$ cat src/rtl/pipe_seq.sv
module pipe_seq #(
  parameter int PC_W = 12,
  parameter int IW_W = 32
) (
  input  logic            clk,
  input  logic            rst_n,
  output logic [PC_W-1:0] imem_addr,
  input  logic [IW_W-1:0] imem_data,
  input  logic            dec_load,
  input  logic            dec_use_rs,
  input  logic            dec_use_rt,
  input  logic            dec_stop,
  input  logic [4:0]      dec_dest,
  input  logic            host_pc_we,
  input  logic [PC_W-1:0] host_pc_data,
  input  logic            halt_set,
  input  logic            halt_clr,
  output logic            halted,
  output logic            ex_valid,
  output logic [PC_W-1:0] ex_pc,
  output logic [IW_W-1:0] ex_iw,
  output logic            ex_fwd_rs,
  output logic            ex_fwd_rt,
  output logic            wb_valid,
  output logic [PC_W-1:0] wb_pc,
  output logic [4:0]      wb_dest
);
  localparam logic [PC_W-1:0] STEP  = PC_W'(4);
  localparam logic [PC_W-1:0] ALIGN = ~PC_W'(3);

  typedef struct packed {
    logic            v;
    logic [PC_W-1:0] pc;
    logic [IW_W-1:0] iw;
    logic            ld;
    logic            urs;
    logic            urt;
    logic            stop;
    logic [4:0]      dst;
  } slot_t;

  function automatic slot_t bubble(input logic [PC_W-1:0] p);
    slot_t s;
    s    = '0;
    s.pc = p;
    return s;
  endfunction

  slot_t ifrd, rdex, exdf, dfwb;
  logic [PC_W-1:0] pc;

  wire [4:0] f_rs = ifrd.iw[25:21];
  wire [4:0] f_rt = ifrd.iw[20:16];
  wire [4:0] x_rs = rdex.iw[25:21];
  wire [4:0] x_rt = rdex.iw[20:16];

  wire run   = ~halted & ~halt_set & ~host_pc_we;
  wire brk   = dfwb.v & dfwb.stop;
  wire stall = rdex.v & rdex.ld & (rdex.dst != 5'd0) & ifrd.v &
               (((rdex.dst == f_rs) & ifrd.urs) | ((rdex.dst == f_rt) & ifrd.urt));
  wire fwd_ok = rdex.v & dfwb.v & (dfwb.dst != 5'd0);

  assign imem_addr = pc;
  assign ex_valid  = rdex.v;
  assign ex_pc     = rdex.pc;
  assign ex_iw     = rdex.iw;
  assign ex_fwd_rs = fwd_ok & (dfwb.dst == x_rs);
  assign ex_fwd_rt = fwd_ok & (dfwb.dst == x_rt);
  assign wb_valid  = run & dfwb.v;
  assign wb_pc     = dfwb.pc;
  assign wb_dest   = dfwb.dst;

  always_ff @(posedge clk) begin
    if (!rst_n)         halted <= 1'b1;
    else if (halt_set)  halted <= 1'b1;
    else if (halt_clr)  halted <= 1'b0;
    else if (run & brk) halted <= 1'b1;
  end

  always_ff @(posedge clk) begin
    if (!rst_n) begin
      pc   <= '0;
      ifrd <= bubble('0);
      rdex <= bubble('0);
      exdf <= bubble('0);
      dfwb <= bubble('0);
    end else if (host_pc_we) begin
      pc   <= host_pc_data & ALIGN;
      ifrd <= bubble(host_pc_data & ALIGN);
      rdex <= bubble(host_pc_data & ALIGN);
      exdf <= bubble(host_pc_data & ALIGN);
      dfwb <= bubble(host_pc_data & ALIGN);
    end else if (run & brk) begin
      pc   <= exdf.pc;
      ifrd <= bubble(exdf.pc);
      rdex <= bubble(exdf.pc);
      exdf <= bubble(exdf.pc);
      dfwb <= bubble(exdf.pc);
    end else if (run) begin
      dfwb <= exdf;
      exdf <= rdex;
      if (stall) begin
        rdex <= bubble(ifrd.pc);
      end else begin
        rdex <= ifrd;
        ifrd <= '{v: 1'b1, pc: pc, iw: imem_data, ld: dec_load, urs: dec_use_rs,
                  urt: dec_use_rt, stop: dec_stop, dst: dec_dest};
        pc   <= pc + STEP;
      end
    end
  end
endmodule


$ cat config.mk
export PLATFORM = sky130hd
export DESIGN_NAME = pipe_seq
export DESIGN_NICKNAME = d
export VERILOG_FILES = /design/src/rtl/pipe_seq.sv
export SDC_FILE = /design/constraint.sdc
export NUM_CORES = 1
export LEC_CHECK = 0
export BUFFER_PORTS_ARGS = -buffer_cell sky130_fd_sc_hd__buf_2
export CAP_MARGIN = 0
export CORE_UTILIZATION = 57
export CTS_BUF_LIST = sky130_fd_sc_hd__clkbuf_8
export DETAILED_ROUTE_END_ITERATION = 10
export PLACE_DENSITY = 0.84
export RECOVER_POWER = 100
export SETUP_SLACK_MARGIN = 0.2
export SLEW_MARGIN = 20
export SYNTH_ARGS = -nofsm -noshare
export SYNTH_HDL_FRONTEND = slang
export SYNTH_SLANG_ARGS = --single-unit
$ cat constraint.sdc
create_clock -name clk -period 2 [get_ports clk]
set_clock_uncertainty 0.05 [all_clocks]
set_input_delay 0 -clock clk [delete_from_list [all_inputs] [get_ports clk]]
set_output_delay 0 -clock clk [all_outputs]
set_load 0.02 [all_outputs]
==> impl_results.md <==
* Top-area cell type share of the netlist area at between 40% and 50%
* TritonCTS Buffers at 17
* Clock root buffer: clkbuf_8
* Yosys Warn Count at 0
* Leading area contributor after synthesis: dfxtp_1
* Max-cap violations at 0
* Compound-Gate Fraction of Synth Area at 22.3%
* Delay-heaviest family, CP: buffers and inverters
* Asr flop ratio synth at 0%
* Most common cell in the netlist: dfxtp_1
* CTS sink cnt at roughly 160
* Failing checks: negative setup slack
* Ports at around 140
* P_int at between 4000 and 5000 uW
* Initial Util at between 50 and 60%
* Core outline area at around 12000 um^2
* Seq pwr share at 50.0%
* Critical Path RT at about 2.3 ns
* Starting DRT DRC Count at 760
* Met3 usage at just under 7%
* Global Route Usage Sum at around 28%
* Ratio of cells with drive above 1 in the final layout at 30.4%
* RSZ-0062 raised after global routing: true
* Worst vdd ir at 0.462 mV
* Post-synth top cells: dfxtp_1 (157), nand2_1 (132), nor2_1 (67), buf_4 (63), a21oi_1 (56)
* Final hold vios at 0
* WP buf/inv at 3
* Grt peak-use layer: met2
* GPL Wtd Cong at ~0.86
* Final Cycle Share at 102%
* Sw Ratio at approximately a quarter
* Netlist cell types at between 50 and 60
* Worst EP arrival at approximately 2.3 ns
* DR DRC count at 0
* Hold path depth at 5
* Worst Max-Slew Pin Slew at slightly below 0.7 ns
* Leakage power at between 0.003 and 0.004 uW
* RR Endpoint: ex_iw[13]
* Worst min-delay path class: primary input to flip-flop
* Post-Synth XOR/XNOR Area at slightly above 3%
* CTS tree: yes
* Largest family of logic cells by synthesized area: compound AO/OA/AOI/OAI gates
* TritonRoute pass-1 iters at 6
* CP max stage delay at ~0.37 ns
* Max-slew violation total from the final report at 0
* Post-Syn Area per Cell at between 8 and 9 um^2
* Via count at between 6000 and 7000
* Reg2reg start: f_rt[4]
* Hold path start: host_pc_we
* Ys flop type: dfxtp_1
* Final WS setup at -0.0380 ns
* Post-route cell area at 9450 um^2
* Status: finished with violations
* Reg2reg setup slack at -0.04 ns
* Slew HR at between 50% and 60%
* Die Span X at between 100 and 150 um
* CP max stage cell: dfxtp_2
* Reg2Reg Depth at 9
* Dpl hpwl at between 10000 and 15000 um
* Buffers added on ports at about 130
* Stages on worst setup path at 9
* Fin crit period at 2.04 ns
* Clk buf depth at 2
* First-pass GRT wire length at between 20000 and 30000 um
* Worst-path cell chain: xnor2_1 > nand4_1 > o22ai_4 > buf_6 > a21oi_4 > clkbuf_16 > clkbuf_16 > a22oi_2 > nor2_1
* Area contributors post-synth: dfxtp_1 (45%), nand2_1 (7.0%), a22oi_2 (6.7%)
* Mux cell area share after synthesis at under 10%
* Mapped Nets at approximately 860
* CP Class: flip-flop to flip-flop
* Clock power share at between 30% and 40%
* Fmax achieved at between 400 and 500 MHz
* Post-layout nets at a little over 1000
* Endpoints failing setup at 19
* Worst-path maximum fanout at 4
* Synth Area in Adders at 0.177%
* Vias in the first global route at a little under 6000
* Critical Path Most Common Cell: clkbuf_16
* Global-route met1 utilization at about a third
* Initial antenna violation count at 0
* Post-synthesis cell area at between 7000 and 8000 um^2
* Grt ovf at 0
* Routed Antenna Nets at 0
* Startpoint Class: flip-flop
* CP Capture Type: flip-flop
* Met2 Use GR at ~46%
* Antenna diode count at 0
* Total power at about 6600 uW
* Combinational share of power at 11.2%
* Area growth from synthesis to layout at 33.9%
* Die Ht at roughly 110 um
* H-tree depth at 4
* Post-synth EDFFs at 0
* Standard-cell rows at 40
* Reg clk slew, reported paths at 0.09 ns
* Worst Hold Path EP: exdf[49]
* Synth Instances at around 800
* Seq/Total Area, Yosys at 44.6%
* WL/cell at slightly above 20 um
* Net Sw Power at 1750 uW
* Die area at about 13000 um^2
* Cell Area, Placed at approximately 7500 um^2
* Flops & latches, synth at approximately 160
* Post-Synth Simple-Gate Area at between 10% and 20%
* Final wirelength at between 20000 and 25000 um
* Largest net degree at the start of global routing at 84
* Vias per cell at between 6 and 7
* Clk Latency, worst-skew pair at around 0.47 ns
* Power density cells at between 600 and 700 nW/um^2
## kinds of logic after synthesis
| kind of cell | Yosys count |
|---|---|
| buffers and inverters | 116 |
| DFF | 157 |
| adders and majority gates | 1 |
| and+or+nand+nor | 279 |
| muxes | 10 |
| AOI/OAI and AO/OA | 216 |
| xor gates and xnor gates | 25 |
## per-layer routing
layer	up-vias	part of all wire (%)
li1	3054	-
met1	3287	38
met2	405	50
met3	98	7.5
met4	0	4.3
met5	-	0
## final cells by class
cell class	instances	area, um^2
flip-flops and latches	157	3180
multi-input cells	532	3610
well taps	168	210
repair buffers	247	2020
clock inverters	13	161
inverters	2	7.51
clock buffers	19	262
fillers	767	2610
## registers in the layout, summed over array words and instances (netlist names), named ones only
register and cells:
wb_dest 5, ex_iw 32, halted 1, exdf 19, ex_pc 12, ifrd 44
dfwb 2, ex_valid 1, f_rs 5, rdex 7, f_rt 5, wb_pc 12
imem_addr 10
## power by group through the flow
| stage | Sequential (uW) | Clock, uW | Combinational (uW) |
|---|---|---|---|
| global placement | 3350 | 0 | 505 |
| detailed placement | 3350 | 0 | 512 |
| global route | 3290 | 2690 | 773 |
| finish | 3280 | 2550 | 733 |
| floorplan | 3360 | 0 | 354 |
| CTS | 3270 | 2530 | 600 |
## worst max path at each step
stage,startpoint,end
global route,rdex[1],f_rt[0]
detailed placement,rdex[3],ex_iw[25]
finish,f_rt[4],ex_iw[13]
CTS,wb_dest[1],ex_fwd_rs
global placement,rdex[3],ex_iw[18]
floorplan,halted,ifrd[17]
## stage by stage
step | TNS [ns] | utilization [%] | std cells | hold WS [ns] | setup slack [ns]
floorplan | 0 | - | 804 | 0.0539 | 0.254
global placement | 0 | 61.8 | 1017 | 0.156 | 0.0938
detailed placement | 0 | 61.8 | 1017 | 0.159 | 0.0259
CTS | 0 | 70.5 | 1109 | 0.0376 | 0.134
global route | -2.47 | 78.3 | 1138 | 0.0819 | -0.0862
finish | -0.287 | 78.3 | 1138 | 0.0866 | -0.0380
## worst reg2reg max path, stage by stage (launching register included)
cell and delay, ns:
dfxtp_2 0.37, xnor2_1 0.24, nand4_1 0.19, o22ai_4 0.24
buf_6 0.14, a21oi_4 0.10, clkbuf_16 0.21, clkbuf_16 0.16
a22oi_2 0.14, nor2_1 0.07
## cells in the final DEF, fill, tap and decap left out, types with 4 or more instances in the layout
cell type      instances
mux2i_1               10
nand3_4               10
o21ai_1               32
dfxtp_1              141
nor2_2                 4
a31oi_1               13
xnor2_2                4
nand2_1              131
clkinv_2               4
xnor2_1               15
clkbuf_1              74
nand3_1               10
dfxtp_2               10
buf_12                 5
dlygate4sd3_1         54
buf_4                 23
a311oi_1               4
a21oi_1               53
nand4_1                5
nand3_2               31
xor2_1                 6
a2bb2oi_1              4
a22oi_2               40
o21ai_2               10
o221a_1                5
clkbuf_8              19
and3_1                 5
o21ai_0               23
nor2_4                 4
buf_2                 59
clkbuf_16             16
dfxtp_4                6
buf_6                 11
nor2_1                61
## repair_timing
item / in CTS / in global routing
gates resized for setup: 14 / 117
pin swaps: 7 / 59
endpoints found under the setup margin: 102 / 105
hold endpoints to repair: 84 / 0
setup buffers: 6 / 5
cloned: 0 / 24
hold buffers: 54 / 0
Power figures use the tool's default switching activity.
